File: src/rtl/rtc_fcorr_pkg.sv
package rtc_fcorr_pkg;

  // Strobes from the sequencing control to the step datapath.
  typedef struct packed {
    logic corrSlot;   // this cycle is a correction opportunity that is due
    logic skipDir;    // 1: skip a count, 0: add a count
  } corrStrobe_t;

  typedef enum logic [1:0] {
    INC_HOLD   = 2'd0,
    INC_NORM   = 2'd1,
    INC_DOUBLE = 2'd2
  } incStep_e;

endpackage

File: src/rtl/rtc_fcorr_ctrl.sv
module rtc_fcorr_ctrl
  import rtc_fcorr_pkg::*;
#(
  parameter int PERIOD_LEN  = 1024,
  parameter int FRAME_SLOTS = 976,
  parameter int MAG_W       = 7
) (
  input  logic               clk,
  input  logic               rstN,
  input  logic [MAG_W:0]     corrValue,
  output corrStrobe_t        strobe
);

  localparam int CYC_W  = (PERIOD_LEN  > 1) ? $clog2(PERIOD_LEN)  : 1;
  localparam int SLOT_W = (FRAME_SLOTS > 1) ? $clog2(FRAME_SLOTS) : 1;
  localparam int CMP_W  = ((SLOT_W > MAG_W) ? SLOT_W : MAG_W) + 1;

  logic [CYC_W-1:0]  cycCnt;
  logic [SLOT_W-1:0] slotCnt;
  logic [MAG_W-1:0]  heldMag;
  logic              heldSign;
  logic              periodEnd;
  logic              frameLast;
  logic              frameStart;

  assign periodEnd  = (cycCnt == CYC_W'(PERIOD_LEN - 1));
  assign frameLast  = (slotCnt == SLOT_W'(FRAME_SLOTS - 1));
  assign frameStart = (cycCnt == '0) && (slotCnt == '0);

  // Period and frame position counters; word capture at frame start.
  always_ff @(posedge clk or negedge rstN) begin
    if (!rstN) begin
      cycCnt   <= '0;
      slotCnt  <= '0;
      heldMag  <= '0;
      heldSign <= 1'b0;
    end else begin
      cycCnt <= periodEnd ? '0 : cycCnt + 1'b1;
      if (periodEnd) begin
        slotCnt <= frameLast ? '0 : slotCnt + 1'b1;
      end
      if (frameStart) begin
        heldSign <= corrValue[MAG_W];
        heldMag  <= corrValue[MAG_W-1:0];
      end
    end
  end

  // Leading periods of the frame are the corrected ones.
  always_comb begin
    strobe.corrSlot = periodEnd && (CMP_W'(slotCnt) < CMP_W'(heldMag));
    strobe.skipDir  = heldSign;
  end

  AST_ZERO_MAG_IDLE: assert property (@(posedge clk) disable iff (!rstN)
    (heldMag == '0) |-> !strobe.corrSlot);

  AST_WORD_HELD_IN_FRAME: assert property (@(posedge clk) disable iff (!rstN)
    !frameStart |=> ($stable(heldMag) && $stable(heldSign)));

endmodule

File: src/rtl/rtc_fcorr_dp.sv
module rtc_fcorr_dp
  import rtc_fcorr_pkg::*;
#(
  parameter int SEL_W = 4
) (
  input  logic             clk,
  input  logic             rstN,
  input  corrStrobe_t      strobe,
  input  logic [SEL_W-1:0] prescSel,
  output incStep_e         incStep
);

  logic corrEnable;

  assign corrEnable = (prescSel > SEL_W'(1));

  always_comb begin
    incStep = INC_NORM;
    if (strobe.corrSlot && corrEnable) begin
      incStep = strobe.skipDir ? INC_HOLD : INC_DOUBLE;
    end
  end

  AST_LOW_SETTING_NO_ADJUST: assert property (@(posedge clk) disable iff (!rstN)
    (prescSel <= SEL_W'(1)) |-> (incStep == INC_NORM));

  AST_IDLE_STEP_NORMAL: assert property (@(posedge clk) disable iff (!rstN)
    !strobe.corrSlot |-> (incStep == INC_NORM));

endmodule

File: src/rtl/rtc_fcorr_top.sv
module rtc_fcorr_top
  import rtc_fcorr_pkg::*;
#(
  parameter int PERIOD_LEN  = 1024,
  parameter int FRAME_SLOTS = 976,
  parameter int MAG_W       = 7,
  parameter int SEL_W       = 4
) (
  input  logic             clk,
  input  logic             rstN,
  input  logic [MAG_W:0]   corrValue,
  input  logic [SEL_W-1:0] prescSel,
  output logic [1:0]       incStep
);

  corrStrobe_t strobe;
  incStep_e    stepCode;

  rtc_fcorr_ctrl #(
    .PERIOD_LEN (PERIOD_LEN),
    .FRAME_SLOTS(FRAME_SLOTS),
    .MAG_W      (MAG_W)
  ) ctrl_i (
    .clk      (clk),
    .rstN     (rstN),
    .corrValue(corrValue),
    .strobe   (strobe)
  );

  rtc_fcorr_dp #(
    .SEL_W(SEL_W)
  ) dp_i (
    .clk     (clk),
    .rstN    (rstN),
    .strobe  (strobe),
    .prescSel(prescSel),
    .incStep (stepCode)
  );

  assign incStep = stepCode;

  AST_NO_BACK_TO_BACK: assert property (@(posedge clk) disable iff (!rstN)
    (incStep != 2'd1) |=> (incStep == 2'd1));

  AST_STEP_LEGAL: assert property (@(posedge clk) disable iff (!rstN)
    incStep != 2'd3);

endmodule

File: config.mk
export PLATFORM = sky130hd
export DESIGN_NAME = rtc_fcorr_top
export DESIGN_NICKNAME = d
export VERILOG_FILES = /design/src/rtl/rtc_fcorr_pkg.sv /design/src/rtl/rtc_fcorr_ctrl.sv /design/src/rtl/rtc_fcorr_dp.sv /design/src/rtl/rtc_fcorr_top.sv
export SDC_FILE = /design/constraint.sdc
export NUM_CORES = 1
export LEC_CHECK = 0
export BUFFER_PORTS_ARGS = -buffer_cell sky130_fd_sc_hd__buf_2
export CORE_MARGIN = 3
export CORE_UTILIZATION = 57
export CTS_CLUSTER_SIZE = 10
export DETAILED_ROUTE_END_ITERATION = 10
export PLACE_DENSITY = 0.78
export RECOVER_POWER = 25
export SKIP_LAST_GASP = 1
export SLEW_MARGIN = 40
export SYNTH_ARGS = -nofsm -noshare
export SYNTH_HDL_FRONTEND = slang
export SYNTH_SLANG_ARGS = --single-unit
File: constraint.sdc
create_clock -name clk -period 2.1 [get_ports clk]
set_input_delay 0.105 -clock clk [delete_from_list [all_inputs] [get_ports clk]]
set_output_delay 0.105 -clock clk [all_outputs]
set_load 0.02 [all_outputs]
After elaboration in Yosys (flattened, before gate mapping)
Cells that the tools add are included.
Storage, ports and cells
  register bits: 28
  bits of input ports: 14
  output and inout bits: 2
  logic and storage cells: 19
Cells by class
  $add $sub $neg: 2
  order comparisons: 2
  equal/unequal tests: 2
  muxes and demuxes: 4
  reduce and logical (&&, ||, !) cells: 5
Operator list (count)
  adder 10 x 1 -> 10 bit, second input constant: 2
  equality test 10 bit, second input constant: 2
  zero test 10 bit: 2
  2-to-1 mux 10 bit: 2
  < comparator 10 x 7 -> 1 bit: 1
  greater-than comparator 4 x 1 -> 1 bit, second input constant: 1
  2-to-1 mux 2 bit: 2
  logical AND 1 bit: 3

Longest topological paths before layout
Gate-level depths: netlist of run 1.
  depth after elaboration: 4
  gate-level depth with buffers: 7
  gate-level depth less buffers: 6

Hierarchy
Synthesis of run 1 repeated with hierarchy kept, for this count alone.
Second synthesis, totals
  cells, all modules: 151
  area, all modules: 1557.7 um2
Modules (own cells, without submodules)
  rtc_fcorr_ctrl: times used 1, cells an instance 149, area an instance 1541.5 um2, sequential area each 700.7 um2
  rtc_fcorr_dp: times used 1, cells an instance 2, area an instance 16.3 um2, sequential area each 0.0 um2

Worst setup path before layout of run 1
No wires, ideal clock.
  kind: reg2out
  start: reg ctrl_i.cycCnt[0]
  end: out incStep[1]
  arrival: 1585 ps
  required time: 1995 ps
  path slack: 410 ps
  stages on the path, launching flop included: 7
  buffers on the path: 1
  path through: dfrtp_1 ha_1 and4_2 and3_1 buf_4 o31a_1 o2111a_1
On the way
  cells in the longest elaborated chain, start to end: 4
RTL lines
  start, declared: RTL line rtc_fcorr_ctrl.sv:18  | logic [CYC_W-1:0] cycCnt;
  start signal, assigned: RTL line rtc_fcorr_ctrl.sv:38  | cycCnt <= periodEnd ? '0 : cycCnt + 1'b1;
  equality test 10 bit: RTL line rtc_fcorr_ctrl.sv:26  | assign periodEnd = (cycCnt == CYC_W'(PERIOD_LEN - 1));
  logical AND 1 bit: RTL line rtc_fcorr_ctrl.sv:51  | strobe.corrSlot = periodEnd && (CMP_W'(slotCnt) < CMP_W'(heldMag));
  logical AND 1 bit: RTL line rtc_fcorr_dp.sv:19  | if (strobe.corrSlot && corrEnable) begin
  2-to-1 mux 2 bit: RTL line rtc_fcorr_dp.sv:19
  end, declared: RTL line rtc_fcorr_top.sv:13  | output logic [1:0] incStep
No other way between the ends.

Worst setup path after layout of run 1
  start: reg ctrl_i.heldMag[3]
  end: out incStep[1]
On the way
  cells in the longest elaborated chain, start to end: 4
RTL lines
  start, declared: RTL line rtc_fcorr_ctrl.sv:20  | logic [MAG_W-1:0] heldMag;
  start signal, assigned: RTL line rtc_fcorr_ctrl.sv:44  | heldMag <= corrValue[MAG_W-1:0];
  < comparator 10 x 7 -> 1 bit: RTL line rtc_fcorr_ctrl.sv:51
  logical AND 1 bit: RTL line rtc_fcorr_ctrl.sv:51
  logical AND 1 bit: RTL line rtc_fcorr_dp.sv:19
  2-to-1 mux 2 bit: RTL line rtc_fcorr_dp.sv:19
No other way between the ends.

==> impl_results.html, run 1 <==
<table>
<tr><th>Metric</th><th>Value</th></tr>
<tr><th colspan="2">Route</th></tr>
<tr><td>Number of iterations in the first detailed-routing pass</td><td>4</td></tr>
<tr><td>Final antenna-violating net count</td><td>0</td></tr>
<tr><td>Detailed Route WL</td><td>2.970 mm</td></tr>
<tr><td>Drt via density</td><td>5.707</td></tr>
<tr><td>Via total after detailed routing</td><td>1187</td></tr>
<tr><td>Wire per inst</td><td>roughly 14 um</td></tr>
<tr><td>Initial DRC Count</td><td>between 40 and 50</td></tr>
<tr><td>DRC violation count after routing</td><td>0</td></tr>
<tr><th colspan="2">Yosys</th></tr>
<tr><td>Most frequently used flop master after synthesis</td><td>dfrtp_1</td></tr>
<tr><td>Count of different cell masters after synthesis</td><td>38</td></tr>
<tr><td>Post-synth net total</td><td>171</td></tr>
<tr><td>Post-synthesis average cell area</td><td>10.40 sq um</td></tr>
<tr><td>Warnings from Yosys</td><td>0</td></tr>
<tr><td>Post-synthesis sequential area ratio</td><td>0.4583</td></tr>
<tr><td>Synth Register Bits</td><td>28</td></tr>
<tr><td>Synth Instances</td><td>147</td></tr>
<tr><td>Share of flip-flops with an asynchronous set or reset after synthesis</td><td>1.000</td></tr>
<tr><td>EDFF count, synth</td><td>0</td></tr>
<tr><td>Mapped cell area</td><td>roughly 1500 sq um</td></tr>
<tr><th colspan="2">Pwr</th></tr>
<tr><td>Standby leakage power</td><td>0.8319 nW</td></tr>
<tr><td>Final total power</td><td>863.5 uW</td></tr>
<tr><td>Largest vdd supply drop</td><td>between 0.0004 and 0.0005 V</td></tr>
<tr><td>Power per unit of standard cell area</td><td>476.3 nW/um^2</td></tr>
<tr><th colspan="2">Setup path</th></tr>
<tr><td>Top cell family by delay on the critical path</td><td>compound AO/OA/AOI/OAI gates</td></tr>
<tr><td>Cell seen most often among critical-path stages</td><td>a21o_1</td></tr>
<tr><td>Worst path cell trace</td><td>inv_1 -&gt; ha_1 -&gt; a21o_1 -&gt; a21o_1 -&gt; a21oi_2 -&gt; o2111a_1 -&gt; buf_4</td></tr>
<tr><td>Kind of end point of the critical path</td><td>output port</td></tr>
<tr><td>R2R cell count</td><td>6</td></tr>
<tr><td>Destination of the worst register-to-register timing path</td><td>ctrl_i.heldMag[5]$_DFFE_PN0P_</td></tr>
<tr><td>WS Path Type</td><td>reg -&gt; out</td></tr>
<tr><td>Startpoint type of the worst setup path</td><td>flip-flop</td></tr>
<tr><td>Worst path buffer plus inverter count</td><td>2</td></tr>
<tr><td>Slack of the worst reg-to-reg path</td><td>240 ps</td></tr>
<tr><td>CP arrival</td><td>1900 ps</td></tr>
<tr><td>Largest fanout on the critical path</td><td>2</td></tr>
<tr><td>Peak per-stage delay on the critical path</td><td>370 ps</td></tr>
<tr><td>Data required, critical path</td><td>2000 ps</td></tr>
<tr><td>RR Startpoint</td><td>ctrl_i.slotCnt[0]$_DFFE_PN0N_</td></tr>
<tr><td>Slowest library cell on the worst path</td><td>dfrtp_1</td></tr>
<tr><th colspan="2">Final layout</th></tr>
<tr><td>Flip-flop and latch area</td><td>~700 sq um</td></tr>
<tr><td>Growth of design area from synthesis to finish</td><td>18.58%</td></tr>
<tr><td>Diodes inserted</td><td>0</td></tr>
<tr><td>Most used cells in the layout excluding fill and tap cells</td><td>dfrtp_1, inv_1, buf_2</td></tr>
<tr><td>Most frequent standard cell in the layout excluding fill and tap cells</td><td>dfrtp_1</td></tr>
<tr><td>Final instance count without filler cells</td><td>208</td></tr>
<tr><td>Nets</td><td>203</td></tr>
<tr><td>Fill cell instance count of the final layout</td><td>180</td></tr>
<tr><td>Fraction of layout instances using a drive strength above 1</td><td>0.2472</td></tr>
<tr><td>Combined area of the multi-input logic cells</td><td>785.8 sq um</td></tr>
<tr><th colspan="2">Timing</th></tr>
<tr><td>RSZ-0062 raised after global routing</td><td>false</td></tr>
<tr><td>Count of final hold-check violations</td><td>0</td></tr>
<tr><td>Clock Skew</td><td>approximately 3.4 ps</td></tr>
<tr><td>Min cycle time layout</td><td>2007 ps</td></tr>
<tr><td>Slew at the pin closest to its max-slew limit</td><td>1452 ps</td></tr>
<tr><td>Count of final setup violators</td><td>0</td></tr>
<tr><td>Final Max Slew Viols</td><td>0</td></tr>
<tr><td>Total negative slack</td><td>0 ps</td></tr>
<tr><td>Top achievable clock speed</td><td>around 500 MHz</td></tr>
<tr><td>Hold WS</td><td>518.7 ps</td></tr>
<tr><td>Slew margin rel.</td><td>0.03199</td></tr>
<tr><td>Portion of the clock cycle consumed by the worst path in the final layout</td><td>0.9556</td></tr>
<tr><th colspan="2">Worst hold path</th></tr>
<tr><td>Cell depth of the worst hold path</td><td>1</td></tr>
<tr><td>Hold Crit Start</td><td>ctrl_i.cycCnt[8]$_DFF_PN0_</td></tr>
<tr><td>Hold path endpoint</td><td>ctrl_i.cycCnt[8]$_DFF_PN0_</td></tr>
<tr><td>Class of the tightest hold or removal check</td><td>reg -&gt; reg</td></tr>
<tr><th colspan="2">Clock network</th></tr>
<tr><td>Number of sinks on the clock net</td><td>28</td></tr>
<tr><td>Clock buffers created by TritonCTS</td><td>3</td></tr>
<tr><td>CTS Buffer Depth</td><td>2</td></tr>
<tr><td>H-tree depth</td><td>1</td></tr>
<tr><td>Library cell used as clock root buffer</td><td>clkbuf_4</td></tr>
<tr><td>Clock insertion delay at the later pin of the skew report</td><td>about 330 ps</td></tr>
<tr><td>CTS tree</td><td>built</td></tr>
<tr><td>Clock-pin slew on the worst setup and hold paths</td><td>140 ps</td></tr>
<tr><th colspan="2">Placement</th></tr>
<tr><td>Number of buffers inserted by port buffering</td><td>14</td></tr>
<tr><td>Half-perimeter wire length after detailed placement</td><td>2.137 mm</td></tr>
<tr><td>Cell count after placement</td><td>around 190</td></tr>
<tr><td>Routability congestion estimate</td><td>about 0.84</td></tr>
<tr><th colspan="2">Floorplanning</th></tr>
<tr><td>Number of I/O pins</td><td>16</td></tr>
<tr><td>Die ar.</td><td>3340 sq um</td></tr>
<tr><td>Die H</td><td>57.79 um</td></tr>
<tr><td>Horiz. Die Dim</td><td>57.79 um</td></tr>
<tr><td>Count of standard-cell rows</td><td>18</td></tr>
<tr><td>Core area</td><td>about 2500 sq um</td></tr>
<tr><td>Initial standard-cell utilization of the core</td><td>0.6062</td></tr>
<tr><th colspan="2">GRT</th></tr>
<tr><td>Gr usage total</td><td>0.2034</td></tr>
<tr><td>Pin count of the biggest net entering global routing</td><td>29</td></tr>
<tr><td>GR Overflow Total</td><td>0</td></tr>
<tr><td>Antenna violations before repair</td><td>0</td></tr>
<tr><td>First-pass GRT wire length</td><td>5.257 mm</td></tr>
<tr><td>Number of global-route vias before repair</td><td>1218</td></tr>
<tr><th colspan="2">Flow run</th></tr>
<tr><td>Maximum Capacitance Violations</td><td>0</td></tr>
<tr><th colspan="2">Status</th></tr>
<tr><td>Status</td><td>completed</td></tr>
</table>
[repair_timing]
| action | CTS | global route |
|---|---|---|
| endpoints found under the hold margin | 36 | 0 |
| pin swaps | 0 | 1 |
| resized for setup | 3 | 4 |
| buffers inserted | 3 | 1 |
| endpoints found under the setup margin | 2 | 2 |
| hold buffers | 9 | 0 |
[synthesized netlist by cell type, types with 5 or more instances]
cell,number,area share
nor2_1,9,0.022
mux2_2,8,0.059
nand3_1,8,0.026
a21oi_1,11,0.036
inv_1,12,0.029
dfrtp_1,28,0.46
nand4_1,5,0.020
o21ai_0,5,0.016
xnor2_1,7,0.040
ha_1,10,0.082
nand2_1,9,0.022
[stage by stage]
stage	util	worst slack [ps]	instance area, sq um
after detailed placement	0.6488	225.1	1637
after CTS	0.7118	17.92	1795
after global placement	0.6488	289.5	1637
final	0.7188	93.17	1813
after floorplan	-	409.8	1529
after global routing	0.7188	4.251	1813
[area by class of cell]
cell class	count	share of cell area
well taps	30	0.02070
multi-input cells	105	0.4334
inverters	12	0.02484
flip-flops and latches	28	0.3872
clock buffers	4	0.02001
repair buffers	29	0.1139
[power breakdown]
part,switching [mW],total [mW],internal [mW],leakage [nW]
Sequential,0.00392,0.551,0.547,0.357
Clock,0.154,0.260,0.106,0.0210
Combinational,0.0241,0.0527,0.0286,0.454
Total,0.182,0.864,0.682,0.832
[registers in the layout (all words and copies together) (netlist names)]
| register | flops |
|---|---|
| ctrl_i.heldMag | 7 |
| ctrl_i.heldSign | 1 |
| ctrl_i.slotCnt | 10 |
| ctrl_i.cycCnt | 10 |
[routing by layer]
layer  up-vias  routed length, um  GRT usage
li1        586                  -          -
met2        20               1484     0.3597
met4         0                 40    0.06291
met3         4                108    0.02895
met5         -                  0          0
met1       577               1336     0.2561
[worst max-delay path by stage]
stage / from / to / slack, ps / cells past startpoint
floorplan: ctrl_i.cycCnt[0]$_DFF_PN0_ / incStep[1] / 410 / 6
global placement: ctrl_i.slotCnt[8]$_DFFE_PN0N_ / ctrl_i.heldSign$_DFFE_PN0P_ / 290 / 4
detailed placement: ctrl_i.slotCnt[8]$_DFFE_PN0N_ / ctrl_i.heldMag[5]$_DFFE_PN0P_ / 230 / 4
CTS: ctrl_i.cycCnt[1]$_DFF_PN0_ / incStep[1] / 20 / 6
global route: ctrl_i.heldMag[3]$_DFFE_PN0P_ / incStep[1] / 4 / 7
finish: ctrl_i.heldMag[3]$_DFFE_PN0P_ / incStep[1] / 90 / 7
[cell families (layout without fill, tap and decap cells)]
group	Yosys count	in the layout	synth area share
multiplexers	10	10	0.07529
flip-flops	28	28	0.4583
AND/OR/NAND/NOR	51	51	0.1931
adder cells (fa/ha/maj)	10	10	0.08183
XOR/XNOR	9	9	0.05156
buffers and inverters	14	45	0.03927
AO/OA/AOI/OAI	25	25	0.1007
Power figures use the tool's default switching activity.
==> run 2: changes to the inputs <==
--- a/config.mk
+++ b/config.mk
@@ -5,9 +5,10 @@
 export SDC_FILE = /design/constraint.sdc
 export NUM_CORES = 1
 export LEC_CHECK = 0
+export ABC_AREA = 1
 export BUFFER_PORTS_ARGS = -buffer_cell sky130_fd_sc_hd__buf_2
 export CORE_MARGIN = 3
-export CORE_UTILIZATION = 57
+export CORE_UTILIZATION = 58
 export CTS_CLUSTER_SIZE = 10
 export DETAILED_ROUTE_END_ITERATION = 10
 export PLACE_DENSITY = 0.78
==> run 2 against run 1 <==
Effect of this change:
- the flow now finishes with violations (max-capacitance violations)
- sequential share of layout area down 1.8 points
- sequential cell count unchanged
- design area up 5.2%
- global-route usage up 2.0 points
- routed wire length up 16%
- combinational power down 12%
- core utilization down 3.3 points
- synthesized cell count up 52%
- final cell count up 33%
==> impl_results.html, run 2 <==
<table>
<tr><th>Metric</th><th>Value</th></tr>
<tr><th colspan="2">Status</th></tr>
<tr><td>Status</td><td>complete, but fails checks (was completed)</td></tr>
<tr><td>Violations in the final reports</td><td>max-capacitance violations</td></tr>
<tr><th colspan="2">GRT</th></tr>
<tr><td>First-pass GRT wire length</td><td>6.113 mm (was 5.257 mm)</td></tr>
<tr><td>GR Overflow Total</td><td>0 (unchanged)</td></tr>
<tr><td>Antenna violations before repair</td><td>0 (unchanged)</td></tr>
<tr><td>Pin count of the biggest net entering global routing</td><td>29 (unchanged)</td></tr>
<tr><td>Gr usage total</td><td>0.2235 (was 0.2034)</td></tr>
<tr><td>Number of global-route vias before repair</td><td>1464 (was 1218)</td></tr>
<tr><th colspan="2">Yosys</th></tr>
<tr><td>Synth Register Bits</td><td>28 (unchanged)</td></tr>
<tr><td>Most frequently used flop master after synthesis</td><td>dfrtp_1 (unchanged)</td></tr>
<tr><td>EDFF count, synth</td><td>0 (unchanged)</td></tr>
<tr><td>Warnings from Yosys</td><td>0 (unchanged)</td></tr>
<tr><td>Synth Instances</td><td>223 (was 147)</td></tr>
<tr><td>Post-synth net total</td><td>247 (was 171)</td></tr>
<tr><td>Most common library cells after synthesis</td><td>nand2_1, inv_1, dfrtp_1, nor2_1, nand3_1 (was dfrtp_1, inv_1, a21oi_1, ha_1)</td></tr>
<tr><td>Post-synthesis sequential area ratio</td><td>0.4094 (was 0.4583)</td></tr>
<tr><td>Share of flip-flops with an asynchronous set or reset after synthesis</td><td>1.000 (unchanged)</td></tr>
<tr><td>Post-synthesis average cell area</td><td>7.676 sq um (was 10.40 sq um)</td></tr>
<tr><td>Count of different cell masters after synthesis</td><td>23 (was 38)</td></tr>
<tr><td>Cell types with the largest area share after synthesis</td><td>dfrtp_1, nand2_1, ha_1 (was dfrtp_1, ha_1, mux2_2)</td></tr>
<tr><td>Mapped cell area</td><td>1712 sq um (was 1529 sq um)</td></tr>
<tr><td>Most repeated cell in the gate-level netlist after synthesis</td><td>nand2_1 (was dfrtp_1)</td></tr>
<tr><td>Most area-hungry cell type in the Yosys netlist</td><td>dfrtp_1 (unchanged)</td></tr>
<tr><td>Post-synth top area share</td><td>0.4094 (was 0.4583)</td></tr>
<tr><th colspan="2">Final layout</th></tr>
<tr><td>Fraction of layout instances using a drive strength above 1</td><td>0.1388 (was 0.2472)</td></tr>
<tr><td>Growth of design area from synthesis to finish</td><td>11.40% (was 18.58%)</td></tr>
<tr><td>Diodes inserted</td><td>0 (unchanged)</td></tr>
<tr><td>Nets</td><td>270 (was 203)</td></tr>
<tr><td>Final instance count without filler cells</td><td>276 (was 208)</td></tr>
<tr><td>Leading registers by flop count</td><td>ctrl_i.cycCnt (10), ctrl_i.slotCnt (10), ctrl_i.heldMag (7) (unchanged)</td></tr>
<tr><td>Most used cells in the layout excluding fill and tap cells</td><td>nand2_1, inv_1, dfrtp_1 (was dfrtp_1, inv_1, buf_2)</td></tr>
<tr><td>Most frequent standard cell in the layout excluding fill and tap cells</td><td>nand2_1 (was dfrtp_1)</td></tr>
<tr><th colspan="2">Setup path</th></tr>
<tr><td>Destination of the worst register-to-register timing path</td><td>ctrl_i.slotCnt[0]$_DFFE_PN0N_ (was ctrl_i.heldMag[5]$_DFFE_PN0P_)</td></tr>
<tr><td>CP arrival</td><td>1800 ps (was 1900 ps)</td></tr>
<tr><td>Largest fanout on the critical path</td><td>5 (was 2)</td></tr>
<tr><td>RR Startpoint</td><td>ctrl_i.cycCnt[0]$_DFF_PN0_ (was ctrl_i.slotCnt[0]$_DFFE_PN0N_)</td></tr>
<tr><td>Data required, critical path</td><td>2000 ps (about the same)</td></tr>
<tr><td>Kind of end point of the critical path</td><td>output port (unchanged)</td></tr>
<tr><td>Startpoint type of the worst setup path</td><td>flip-flop (unchanged)</td></tr>
<tr><td>Worst setup path endpoint</td><td>incStep[1] (unchanged)</td></tr>
<tr><td>Slack of the worst reg-to-reg path</td><td>440 ps (was 240 ps)</td></tr>
<tr><td>Setup crit start</td><td>ctrl_i.cycCnt[0]$_DFF_PN0_ (was ctrl_i.heldMag[3]$_DFFE_PN0P_)</td></tr>
<tr><td>WS Path Type</td><td>reg -&gt; out (unchanged)</td></tr>
<tr><td>R2R cell count</td><td>9 (was 6)</td></tr>
<tr><th colspan="2">Timing</th></tr>
<tr><td>Count of final setup violators</td><td>0 (unchanged)</td></tr>
<tr><td>Slew margin rel.</td><td>0.0008747 (was 0.03199)</td></tr>
<tr><td>Portion of the clock cycle consumed by the worst path in the final layout</td><td>0.9055 (was 0.9556)</td></tr>
<tr><td>Final Max Slew Viols</td><td>0 (unchanged)</td></tr>
<tr><td>Min cycle time layout</td><td>1902 ps (was 2007 ps)</td></tr>
<tr><td>Clock Skew</td><td>6.381 ps (was 3.402 ps)</td></tr>
<tr><td>Count of final hold-check violations</td><td>0 (unchanged)</td></tr>
<tr><td>Total negative slack</td><td>0 ps (unchanged)</td></tr>
<tr><td>Slew at the pin closest to its max-slew limit</td><td>1499 ps (was 1452 ps)</td></tr>
<tr><td>Top achievable clock speed</td><td>525.9 MHz (was 498.3 MHz)</td></tr>
<tr><td>RSZ-0062 raised after global routing</td><td>false (unchanged)</td></tr>
<tr><th colspan="2">Route</th></tr>
<tr><td>Detailed Route WL</td><td>3.458 mm (was 2.970 mm)</td></tr>
<tr><td>Via total after detailed routing</td><td>1460 (was 1187)</td></tr>
<tr><td>Drt via density</td><td>5.290 (was 5.707)</td></tr>
<tr><td>Number of iterations in the first detailed-routing pass</td><td>4 (unchanged)</td></tr>
<tr><td>DRC violation count after routing</td><td>0 (unchanged)</td></tr>
<tr><td>Uppermost signal routing layer after detailed routing</td><td>met4 (unchanged)</td></tr>
<tr><td>Wire per inst</td><td>12.53 um (was 14.28 um)</td></tr>
<tr><td>Met3 wirelength from detailed routing</td><td>68 um (was 108 um)</td></tr>
<tr><td>Routed wl met2</td><td>1.652 mm (was 1.484 mm)</td></tr>
<tr><td>Final antenna-violating net count</td><td>0 (unchanged)</td></tr>
<tr><td>Initial DRC Count</td><td>65 (was 44)</td></tr>
<tr><td>Routed metal-1 wire length</td><td>1.656 mm (was 1.336 mm)</td></tr>
<tr><th colspan="2">Pwr</th></tr>
<tr><td>Standby leakage power</td><td>1.030 nW (was 0.8319 nW)</td></tr>
<tr><td>Internal power</td><td>760.4 uW (was 681.9 uW)</td></tr>
<tr><td>Largest vdd supply drop</td><td>0.0004240 V (was 0.0004256 V)</td></tr>
<tr><td>Net switching share of the total power</td><td>0.2001 (was 0.2104)</td></tr>
<tr><td>Power per unit of standard cell area</td><td>498.5 nW/um^2 (was 476.3 nW/um^2)</td></tr>
<tr><td>Switching power of the nets</td><td>190.2 uW (was 181.6 uW)</td></tr>
<tr><td>Clock group share of total power</td><td>0.371 (was 0.301)</td></tr>
<tr><td>Part of the power in registers</td><td>0.580 (was 0.638)</td></tr>
<tr><td>Fraction of power consumed by combinational cells</td><td>0.049 (was 0.061)</td></tr>
<tr><th colspan="2">Clock network</th></tr>
<tr><td>Clock-pin slew on the worst setup and hold paths</td><td>150 ps (was 140 ps)</td></tr>
<tr><td>CTS tree</td><td>built (unchanged)</td></tr>
<tr><td>Clock buffers created by TritonCTS</td><td>3 (unchanged)</td></tr>
<tr><td>H-tree depth</td><td>1 (unchanged)</td></tr>
<tr><td>Number of sinks on the clock net</td><td>28 (unchanged)</td></tr>
<tr><td>Library cell used as clock root buffer</td><td>clkbuf_4 (unchanged)</td></tr>
<tr><td>CTS Buffer Depth</td><td>2 (unchanged)</td></tr>
<tr><td>Clock insertion delay at the later pin of the skew report</td><td>330 ps (about the same)</td></tr>
<tr><th colspan="2">Placement</th></tr>
<tr><td>Cell count after placement</td><td>267 (was 191)</td></tr>
<tr><td>Number of buffers inserted by port buffering</td><td>14 (unchanged)</td></tr>
<tr><td>Half-perimeter wire length after detailed placement</td><td>2.478 mm (was 2.137 mm)</td></tr>
<tr><td>Routability congestion estimate</td><td>0.8740 (was 0.8356)</td></tr>
<tr><th colspan="2">Worst hold path</th></tr>
<tr><td>Class of the tightest hold or removal check</td><td>in -&gt; reg (was reg -&gt; reg)</td></tr>
<tr><th colspan="2">Floorplanning</th></tr>
<tr><td>Initial standard-cell utilization of the core</td><td>0.6154 (was 0.6062)</td></tr>
<tr><td>Count of standard-cell rows</td><td>19 (was 18)</td></tr>
<tr><td>Horiz. Die Dim</td><td>60.33 um (was 57.79 um)</td></tr>
<tr><td>Die ar.</td><td>3639 sq um (was 3340 sq um)</td></tr>
<tr><td>Die H</td><td>60.33 um (was 57.79 um)</td></tr>
<tr><td>Core area</td><td>2781 sq um (was 2522 sq um)</td></tr>
<tr><td>Number of I/O pins</td><td>16 (unchanged)</td></tr>
<tr><th colspan="2">Flow run</th></tr>
<tr><td>Maximum Capacitance Violations</td><td>1 (was 0)</td></tr>
</table>
==> run 2: critical path, cell delays in order (launching register included) <==
cell and delay, ps:
dfrtp_1 430, ha_1 200, nand2_1 90, nor2_4 160, nand2_2 100, nor2_4 100, nand4_1 120, nor2_1 100
buf_2 160
==> run 2: power groups by stage <==
stage / Clock (mW) / Sequential [mW] / Combinational [mW]
4_1_cts: 0.365 / 0.551 / 0.0469
5_1_grt: 0.380 / 0.552 / 0.0536
3_3_place_gp: 0 / 0.561 / 0.0395
2_1_floorplan: 0 / 0.560 / 0.0161
6_report: 0.353 / 0.551 / 0.0464
3_5_place_dp: 0 / 0.561 / 0.0412
==> run 2: logic make-up after synthesis <==
kind of cell | Yosys count | share of synthesized area
DFF | 28 | 0.4094
buffers and inverters | 37 | 0.09210
AOI/OAI and AO/OA | 11 | 0.03216
and+or+nand+nor | 130 | 0.3575
adders and majority gates | 10 | 0.07310
xor gates and xnor gates | 7 | 0.03582
==> run 2: routing by layer <==
metal,track usage,vias up
met4,0.1044,0
met5,0,-
met1,0.2899,684
met3,0.02376,8
met2,0.3719,22
li1,-,746
==> run 2: how the worst min path moves through the flow <==
stage	start	endpoint	slack (ps)	cells after the start
CTS	corrValue[1]	ctrl_i.heldMag[1]$_DFFE_PN0P_	0.6	3
detailed placement	rstN	ctrl_i.heldMag[4]$_DFFE_PN0P_	160	1
finish	corrValue[1]	ctrl_i.heldMag[1]$_DFFE_PN0P_	10	3
global placement	rstN	ctrl_i.heldMag[5]$_DFFE_PN0P_	160	1
floorplan	rstN	ctrl_i.cycCnt[0]$_DFF_PN0_	-190	0
global route	corrValue[4]	ctrl_i.heldMag[4]$_DFFE_PN0P_	10	3
==> run 2: layout make-up <==
class / instances / area (sq um)
clock inverters: 1 / 30.03
repair buffers: 21 / 131.4
well taps: 31 / 38.79
flip-flops and latches: 28 / 703.2
fillers: 232 / 874.6
multi-input cells: 158 / 853.3
inverters: 34 / 127.6
clock buffers: 3 / 22.52
==> run 2: per-stage QoR <==
stage | hold slack (ps) | setup slack (ps) | power, mW | instance area (sq um) | utilization
5_1_grt | 14.62 | 3.064 | 0.9861 | 1907 | 0.6856
3_5_place_dp | 159.3 | 445.5 | 0.6024 | 1805 | 0.6491
6_report | 12.66 | 198.4 | 0.9505 | 1907 | 0.6856
2_1_floorplan | -190.6 | 342.7 | 0.5764 | 1712 | -
4_1_cts | 0.5812 | 132.9 | 0.9629 | 1898 | 0.6824
3_3_place_gp | 156.1 | 477.6 | 0.6006 | 1805 | 0.6491
==> run 2: timing repair <==
action                     4_1_cts  5_1_grt
buffers inserted                 0        1
hold buffers                     4        0
gates resized for setup          0        2
setup endpoints to repair        0        1
hold endpoints to repair        31        0
